`src/rtl/timebase_range_gate.sv`:
```
module timebase_range_gate #(
  parameter int B_DIGITS = 2,
  parameter int C_DIGITS = 5
) (
  input  logic       clk,
  input  logic       rst_n,
  input  logic [1:0] range_sel,
  input  logic       gate,
  input  logic       gate_start,
  output logic       cnt_en,
  output logic [3:0] range_led,
  output logic [1:0] dp_pos,
  output logic       totalize
);
  localparam int ND = C_DIGITS;

  logic [ND:0] step;
  logic        tick;

  assign step[0] = 1'b1;

  genvar i;
  generate
    for (i = 0; i < ND; i++) begin : g_dec
      logic [3:0] d;
      always_ff @(posedge clk or negedge rst_n)
        if (!rst_n)       d <= '0;
        else if (step[i]) d <= (d == 4'd9) ? 4'd0 : d + 4'd1;
      assign step[i+1] = step[i] & (d == 4'd9);

      assert_digit_decimal_R3: assert property (@(posedge clk) disable iff (!rst_n)
        d <= 4'd9);
    end
  endgenerate

  always_comb begin
    case (range_sel)
      2'd0:    tick = 1'b1;
      2'd1:    tick = step[B_DIGITS];
      2'd2:    tick = step[ND];
      default: tick = 1'b0;
    endcase
  end

  assign totalize  = (range_sel == 2'd3);
  assign cnt_en    = totalize ? gate_start : (gate & tick);
  assign range_led = 4'b0001 << range_sel;
  assign dp_pos    = (range_sel == 2'd0) ? 2'd1 : (totalize ? 2'd0 : 2'd2);

  assert_gate_blocks_R5: assert property (@(posedge clk) disable iff (!rst_n)
    (range_sel != 2'd3 && !gate) |-> !cnt_en);

  assert_event_needs_strobe_R6: assert property (@(posedge clk) disable iff (!rst_n)
    (range_sel == 2'd3 && !gate_start) |-> !cnt_en);

  assert_ms_not_back_to_back_R3: assert property (@(posedge clk) disable iff (!rst_n)
    (range_sel == 2'd1 && cnt_en) |=> (range_sel != 2'd1 || !cnt_en));

  assert_led_onehot_R7: assert property (@(posedge clk) disable iff (!rst_n)
    $countones(range_led) == 1);
endmodule

```
`config.mk`:
```
export PLATFORM = sky130hd
export DESIGN_NAME = timebase_range_gate
export DESIGN_NICKNAME = d
export VERILOG_FILES = /design/src/rtl/timebase_range_gate.sv
export SDC_FILE = /design/constraint.sdc
export NUM_CORES = 1
export LEC_CHECK = 0
export BUFFER_PORTS_ARGS = -buffer_cell sky130_fd_sc_hd__buf_4
export CAP_MARGIN = 30
export CORE_UTILIZATION = 60
export DETAILED_ROUTE_END_ITERATION = 10
export PLACE_DENSITY = 0.82
export RECOVER_POWER = 100
export SETUP_SLACK_MARGIN = 0.3
export SLEW_MARGIN = 30
export SYNTH_ARGS = -nofsm -noshare
export SYNTH_HDL_FRONTEND = slang
export SYNTH_SLANG_ARGS = --single-unit
```
`constraint.sdc`:
```
create_clock -name clk -period 3.8 [get_ports clk]
set_input_delay 0.57 -clock clk [delete_from_list [all_inputs] [get_ports clk]]
set_output_delay 0.57 -clock clk [all_outputs]
set_load 0.02 [all_outputs]
```
==> impl_metrics.yaml, run 1 <==
die:
  die-area_um2: 2030
  core_um2: 1727
  core.rowCount: 15
  start_util: 0.6442
  die_h_um: 45.06
  fp.dieW_um: 45.06
  top_level_ports: 14
place:
  pre_cts_ws_ns: 1.665
  port_buffers: 13
  hpwl_mm: 1.254
  gp_congestion: 0.7288
power_and_ir_drop:
  power_density_nw_per_um2: 277.4
  switching_share: 0.2257
  power_frac_seq: 0.641
  ir_drop_v: 0.0002082
  p_int_uw: 256.9
  p_comb_frac: 0.073
  switching_power_uw: 74.89
  power_uw: 331.8
  p_leak_uw: 0.0005367
  clkPwrFrac: 0.286
critical_path:
  max_stage_delay_ns: 0.43
  cp_top_family: "simple AND/OR/NAND/NOR gates"
  start_kind: "register"
  end_kind: "primary output"
  cp_num_buf_inv: 1
  cp_max_fo: 8
  path_cells: "and4bb_1 > and3_1 > nand3_1 > a21oi_1 > clkbuf_1"
  critPathArrivalTime_ns: 2.01
  critical_path_class: "reg2out"
  cpMaxStageDelayCell: "dfrtp_1"
  critPathRequiredTime_ns: 3.23
sta:
  slew_violations: 0
  max_freq_mhz: 387.1
  max_slew_margin: 0.2987
  rsz0062_at_grt: "no"
  final-hold-violation-count: 0
  setup_tns_ns: 0
  min_period_over_period: 0.6798
  hold_slack_ns: 0.4341
  setup_violations: 0
  min_period_ns: 2.583
  fin_ws_ns: 1.217
  worstMarginPinSlew_ns: 1.052
  fin_skew_ns: 0.001649
logic_synthesis:
  syn_inst: 106
  yosysMostFrequentCell: "dfrtp_1"
  yosys_warnings: 0
  synth.top_cells.by_area: "dfrtp_1 (45%), xnor2_1 (6.3%), ha_1 (4.5%), and4bb_2 (3.4%), nand2_1 (3.0%)"
  syn_area_per_cell_um2: 10.49
  ys_seq_elements: 20
  synth.yosys.seq_area_share: 0.4499
  async_flop_share: 1.000
  syn_nets: 116
  yosysTopAreaCellShare: 0.4499
  synth_top_area_cell: "dfrtp_1"
  synth_edf_count: 0
  synth_ff_type: "dfrtp_1"
  synth_cell_types: 33
  syn_area_um2: 1112
  yosys-top-cells-count: "dfrtp_1 (20), nand2_1 (9), xnor2_1 (8)"
detailed_routing:
  route.detailed.drc: 0
  drt_wl_total_mm: 1.715
  drt_iter0_markers: 10
  postRouteAntennaNets: 0
  vias_per_cell: 5.406
  dr.pass1.iters: 4
  num_vias: 773
  routedWlPerCell_um: 11.99
run:
  maxCapViolCount: 0
layout:
  multi_input_area_um2: 551.8
  sequential_cell_area_um2: 500.5
  area_growth_pct: 7.537
  diodes: 0
  largest_register: "g_dec.d"
  largest_reg_flops: 20
  fillers: 146
  top_regs: "g_dec.d (20)"
  drive_above_1_share: 0.1186
  fin_nets: 130
  post-route-util: 0.6928
clocking:
  cts_tree: "yes"
  cts_hold_buf: 0
  cts_resized: 0
  clkTransAtPathRegs_ns: 0.10
  cts_buffer_depth: 2
  clkSinkCount: 20
  postCtsSetupBuffers: 0
  clockRootBuffer: "clkbuf_4"
  cts_made_buffers: 3
  clk_latency_ns: 0.29
  htreeDepth: 1
grt:
  grt_max_degree: 21
  antenna_found_initial: 0
  overflow: 0
  grt_pass1_vias: 700
  gr-usage-all-layers: 0.2096
  grt_pass1_wl_mm: 2.980
outcome:
  status: "finished clean"
min_path:
  hold_class: "in2async"
area by class of cell:
cell class | count | share of cell area
repair buffers | 13 | 0.05335
well taps | 25 | 0.02615
inverters | 7 | 0.02197
clock buffers | 3 | 0.01883
flip-flops and latches | 20 | 0.4184
multi-input cells | 75 | 0.4613
path summary, 6_finish.rpt:
kind                               start            end  slack, ns  cells after the start
hold reg to reg            g_dec[1].d[0]  g_dec[1].d[0]       0.49                      1
setup reg to reg           g_dec[0].d[2]  g_dec[4].d[1]       2.06                      4
max in group asynchronous          rst_n  g_dec[4].d[2]       2.73                      1
setup / recovery           g_dec[0].d[2]         cnt_en       1.22                      5
min in group clk           g_dec[1].d[0]  g_dec[1].d[0]       0.49                      1
hold / removal                     rst_n  g_dec[0].d[0]       0.43                      1
through the flow:
stage | cells | area [um2]
after floorplan | 106 | 1112
after global placement | 140 | 1211
after detailed placement | 140 | 1211
after CTS | 143 | 1234
after global routing | 143 | 1196
final | 143 | 1196
layer usage:
layer / GRT usage / vias to the layer above / routed length (um) / share of wire
li1: - / 394 / - / -
met1: 0.2809 / 357 / 891 / 0.52
met2: 0.3246 / 18 / 733 / 0.43
met3: 0.03600 / 4 / 56 / 0.033
met4: 0.1091 / 0 / 34 / 0.020
met5: 0 / - / 0 / 0
cells in the final DEF (no fill, tap or decap), types with 3 or more instances in the layout:
master    netlist  final
dfrtp_1        20     20
nand2_1         9      9
clkbuf_1        1      9
xnor2_1         8      8
inv_1           7      7
o21ai_0         5      5
nor2b_1         5      5
nor2_1          5      5
nand3_1         4      4
ha_1            4      4
buf_4           2      4
a21oi_1         3      3
mux2_2          3      3
mux2i_1         3      3
clkbuf_4        0      3
cell families after synthesis:
kind of cell             after synthesis  synth area share
multiplexers                           7           0.07086
AND/OR/NAND/NOR                       39            0.2182
flip-flops                            20            0.4499
buffers and inverters                 11           0.05062
AO/OA/AOI/OAI                         16           0.09448
adder cells (fa/ha/maj)                4           0.04500
XOR/XNOR                               9           0.07087
worst register-to-register path: cells and delay by family (launching register included):
kind             cells  cell delay [ns]
flip-flops           1             0.43
AND/OR/NAND/NOR      3             0.87
multiplexers         1             0.32
power by group through the flow:
stage,clock (uW),sequential (uW),combinational [uW]
floorplan,0,217,14.7
global placement,0,217,29.1
detailed placement,0,217,29.7
CTS,98.7,213,29.8
global route,109,213,27.2
finish,95.1,213,24.1
Power figures use the tool's default switching activity.
==> inputs of run 2 (changes only) <==
Settings changed: CORE_UTILIZATION 60 to 56, PLACE_DENSITY 0.82 to 0.77.
Clock period 3.8 ns to 2.47 ns, I/O delays scaled along.
==> run 2 against run 1 <==
Compared with the run above:
- largest power group unchanged
- combinational power is 62% higher
- non-clock buffer count up 9
- critical path type unchanged
- die area grew 6.8%
- wire length is 12% higher
- flip-flop and latch count is the same
- first-iteration DRC count is 20% higher
- final cell count grew 7.0%
- clock skew barely moved
- critical path depth is the same
- clock-buffer cell count grew 1
- total power grew 67%
- critical endpoint unchanged
- worst hold slack better by 0.051 ns
==> impl_metrics.yaml, run 2 (synthesis results as in run 1) <==
sta:
  setup_tns_ns: 0
  fin_skew_ns: 0.001351
  max_freq_mhz: 476.3
  min_period_over_period: 0.8500
  fin_ws_ns: 0.3705
  rsz0062_at_grt: "no"
  setup_violations: 0
  slew_violations: 0
  final-hold-violation-count: 0
  worstMarginPinSlew_ns: 1.057
  min_period_ns: 2.099
  max_slew_margin: 0.2955
critical_path:
  end_kind: "primary output"
  critPathArrivalTime_ns: 1.73
  critical_path_class: "reg2out"
  max_stage_delay_ns: 0.43
  cpMaxStageDelayCell: "dfrtp_1"
  path_cells: "and4bb_1 > and3_1 > nand3_1 > a21oi_1 > buf_4"
  critPathRequiredTime_ns: 2.10
  start_kind: "register"
  cp_max_fo: 6
grt:
  grt_pass1_wl_mm: 2.911
  overflow: 0
  use_met3: 0.04706
  busiest_layer: "met2"
  grt_pass1_vias: 710
  gr-usage-all-layers: 0.1933
  grt_max_degree: 21
  use_met2: 0.2806
  use_met1: 0.2660
  antenna_found_initial: 0
detailed_routing:
  route.detailed.drc: 0
  dr.pass1.iters: 4
  vias_per_cell: 5.412
  routedWlPerCell_um: 12.53
  drt_wl_total_mm: 1.917
  num_vias: 828
  postRouteAntennaNets: 0
  drt_iter0_markers: 12
clocking:
  clockRootBuffer: "clkbuf_4"
  clk_latency_ns: 0.29
  cts_tree: "yes"
  clkTransAtPathRegs_ns: 0.11
  clkSinkCount: 20
  cts_made_buffers: 3
  htreeDepth: 1
  cts_buffer_depth: 2
die:
  top_level_ports: 14
  die_h_um: 46.57
  die-area_um2: 2168
  start_util: 0.6174
  core.rowCount: 15
  core_um2: 1802
  fp.dieW_um: 46.57
place:
  dpl_cell_area_um2: 1219
  hpwl_mm: 1.331
  pre_cts_ws_ns: 0.7109
  port_buffers: 13
  placed_cells: 141
  gp_congestion: 0.7770
layout:
  drive_above_1_share: 0.1797
  largest_reg_flops: 20
  area_growth_pct: 16.20
  diodes: 0
  fin_nets: 139
  stdcell_count: 153
  design_area_um2: 1292
  layout_common_cells: "dfrtp_1 (20), buf_4 (10), clkbuf_1 (10)"
  top_regs: "g_dec.d (20)"
  largest_register: "g_dec.d"
  final_common_cell: "dfrtp_1"
min_path:
  hold_class: "reg2reg"
outcome:
  status: "finished clean"
power_and_ir_drop:
  power_density_nw_per_um2: 427.5
  p_leak_uw: 0.0005855
  power_uw: 552.5
  ir_drop_v: 0.0003976
run:
  maxCapViolCount: 0
-- run 2: changes by cell type in the layout (fill, tap and decap cells not counted), sizes merged --
cell         previous run  this run
clkbuf                 12        15
buf                     4        10
dlygate4sd3             0         1
-- run 2: worst max-delay path, delay by kind of cell (launching register included) --
kind	cells	cell delay [ns]
buffers and inverters	1	0.16
DFF	1	0.43
AOI/OAI and AO/OA	1	0.17
and+or+nand+nor	3	0.69
-- run 2: final cells by class --
cell class / count / area, um2
clock buffer: 4 / 36.28
tap: 25 / 31.28
sequential: 20 / 500.5
inverter: 7 / 26.28
fill: 138 / 509.2
multi-input combinational: 75 / 568.0
timing repair buffer: 22 / 130.1
-- run 2: layer usage --
layer / up-vias / part of all wire / wire length, um
met5: - / 0 / 0
met4: 0 / 0.0089 / 17
met3: 4 / 0.028 / 54
met2: 18 / 0.47 / 897
met1: 393 / 0.49 / 947
li1: 413 / - / -
-- run 2: what timing repair did --
action	CTS	global route
hold buffers	1	0
gates resized for setup	0	2
setup buffers	0	7
endpoints found under the setup margin	0	1
endpoints found under the hold margin	20	0
-- run 2: per-stage QoR --
step           utilization  hold slack, ns
3_3_place_gp        0.6764          0.2597
4_1_cts             0.7021          0.4749
3_5_place_dp        0.6764          0.2643
5_1_grt             0.7174          0.5207
6_report            0.7174          0.4849
2_1_floorplan            -         0.07491
-- run 2: power breakdown --
group | switching (uW) | total [uW] | internal [uW]
registers | 0 | 327 | 327
logic | 25.7 | 39.1 | 13.4
clock network | 96.4 | 186 | 89.8
total | 122 | 553 | 430
-- run 2: final timing paths --
path | depth (start not counted) | slack, ns | end | start
setup reg to reg | 5 | 0.60 | g_dec[4].d[1] | g_dec[0].d[2]
setup / recovery | 5 | 0.37 | cnt_en | g_dec[0].d[2]
hold / removal | 1 | 0.48 | g_dec[4].d[0] | g_dec[4].d[0]
hold reg to reg | 1 | 0.48 | g_dec[4].d[0] | g_dec[4].d[0]
max in group asynchronous | 2 | 1.07 | g_dec[4].d[3] | rst_n
min in group asynchronous | 2 | 0.77 | g_dec[0].d[3] | rst_n
==> inputs of run 3 (changes only) <==
Settings changed: CORE_UTILIZATION 56 to 50, PLACE_DENSITY 0.77 to 0.73.
Clock period 2.47 ns to 1.8 ns, I/O delays scaled along.
==> run 3 against run 2 <==
Compared with the run above:
- the flow now finishes with violations (setup timing)
- non-clock buffer count is 7 higher
- flip-flop and latch count stayed put
- sequential power is 37% higher
- largest cell class unchanged
- highest routed layer unchanged
==> impl_metrics.yaml, run 3 (synthesis results as in run 1) <==
outcome:
  status: "finished with violations"
  violations: "setup timing"
clocking:
  htreeDepth: 1
  cts_made_buffers: 3
  cts_buffer_depth: 2
  clk_latency_ns: 0.30
  clockRootBuffer: "clkbuf_4"
  clkTransAtPathRegs_ns: 0.11
  cts_tree: "yes"
  clkSinkCount: 20
layout:
  sequential_cell_area_um2: 501.7
  area_growth_pct: 31.38
  drive_above_1_share: 0.3481
  top_regs: "g_dec.d (20)"
  fin_nets: 146
  largest_register: "g_dec.d"
  layout_common_cells: "dfrtp_1 (19), buf_4 (15), nand2_1 (9), clkbuf_1 (9), xnor2_1 (8)"
  design_area_um2: 1461
  diodes: 0
  post-route-util: 0.7228
  stdcell_count: 162
  final_common_cell: "dfrtp_1"
  largest_reg_flops: 20
  multi_input_area_um2: 661.9
  fillers: 152
sta:
  fin_ws_ns: -0.05429
  rsz0062_at_grt: "yes"
  slew_violations: 0
  hold_slack_ns: 0.5071
  setup_violations: 1
  min_period_ns: 1.854
  min_period_over_period: 1.030
  fin_skew_ns: 0.003774
  max_freq_mhz: 539.3
  final-hold-violation-count: 0
  max_slew_margin: 0.2848
  worstMarginPinSlew_ns: 1.073
detailed_routing:
  highest_layer: "met4"
  drt_iter0_markers: 12
  dr.pass1.iters: 4
  wl_met3_um: 49
  route.met2.wl_mm: 1.170
  postRouteAntennaNets: 0
  num_vias: 857
  drt-met1-wl_mm: 1.043
  routedWlPerCell_um: 14.18
  vias_per_cell: 5.290
  route.detailed.drc: 0
  drt_wl_total_mm: 2.297
grt:
  grt_pass1_wl_mm: 3.891
  overflow: 0
  grt_max_degree: 21
  antenna_found_initial: 0
  grt_pass1_vias: 884
  gr-usage-all-layers: 0.2144
place:
  port_buffers: 13
  dpl_cell_area_um2: 1287
  placed_cells: 148
  gp_congestion: 0.7913
  hpwl_mm: 1.482
die:
  core.rowCount: 16
  die_h_um: 49.17
  die-area_um2: 2417
  fp.dieW_um: 49.17
  core_um2: 2022
  top_level_ports: 14
  start_util: 0.5501
run:
  maxCapViolCount: 0
critical_path:
  critical_path_class: "reg2out"
  cp-startpoint: "g_dec[0].d[1]"
  critPathArrivalTime_ns: 1.58
  start_kind: "register"
  critPathRequiredTime_ns: 1.53
  end_kind: "primary output"
  cp_max_fo: 4
  r2r-start: "g_dec[0].d[1]"
power_and_ir_drop:
  power_density_nw_per_um2: 527.7
  ir_drop_v: 0.0003527
  p_leak_uw: 0.0006330
  power_uw: 771.2
min_path:
  hold_class: "reg2reg"
  min_from: "g_dec[1].d[0]"
run 3: cell types whose count changed in the layout (fill, tap and decap cells not counted), moves of 2 or more:
| cell | change |
|---|---|
| buf_6 | +4 |
| buf_4 | +5 |
| nand3_1 | -2 |
| o21ai_0 | -3 |
| mux2_4 | +2 |
| o21ai_2 | +2 |
run 3: metrics by stage:
step           setup slack (ns)  TNS [ns]
2_1_floorplan            0.1876         0
5_1_grt                 -0.1403   -0.1403
4_1_cts                -0.07766  -0.07766
3_3_place_gp             0.1145         0
3_5_place_dp            0.08367         0
6_report               -0.05429  -0.05429
run 3: final timing paths:
kind	end	slack, ns	cells past startpoint
min	g_dec[1].d[0]	0.51	1
max in group asynchronous	g_dec[3].d[1]	0.42	2
min reg2reg	g_dec[1].d[0]	0.51	1
min in group asynchronous	g_dec[3].d[0]	0.67	2
max reg2reg	g_dec[4].d[0]	0.23	6
max	cnt_en	-0.05	5
run 3: routing by layer:
metal,vias to the layer above,track usage
met1,420,0.2817
li1,425,-
met4,0,0.07353
met3,5,0.05607
met5,-,0
met2,7,0.3402
run 3: critical path, cell delays in order, from the launching register on:
cell	delay [ns]
dfrtp_1	0.39
and4bb_2	0.35
and3_4	0.21
nand3_4	0.08
a21oi_4	0.14
buf_6	0.13
run 3: where the power goes:
part	switching [uW]	internal (uW)	total, uW
combinational	39.2	22.1	61.3
sequential	0	449	449
clock	137	123	261
total	177	595	771
run 3: layout make-up:
class | instances | share of cell area
multi-input cells | 75 | 0.4529
well taps | 27 | 0.02312
flip-flops and latches | 20 | 0.3433
clock buffers | 4 | 0.02483
inverters | 7 | 0.01798
repair buffers | 29 | 0.1378
run 3: what timing repair did:
action / CTS / global route
resized for setup: 10 / 13
endpoints found under the hold margin: 20 / 0
hold buffers: 1 / 0
setup endpoints to repair: 7 / 13
buffers inserted: 7 / 2
pin swaps: 3 / 4
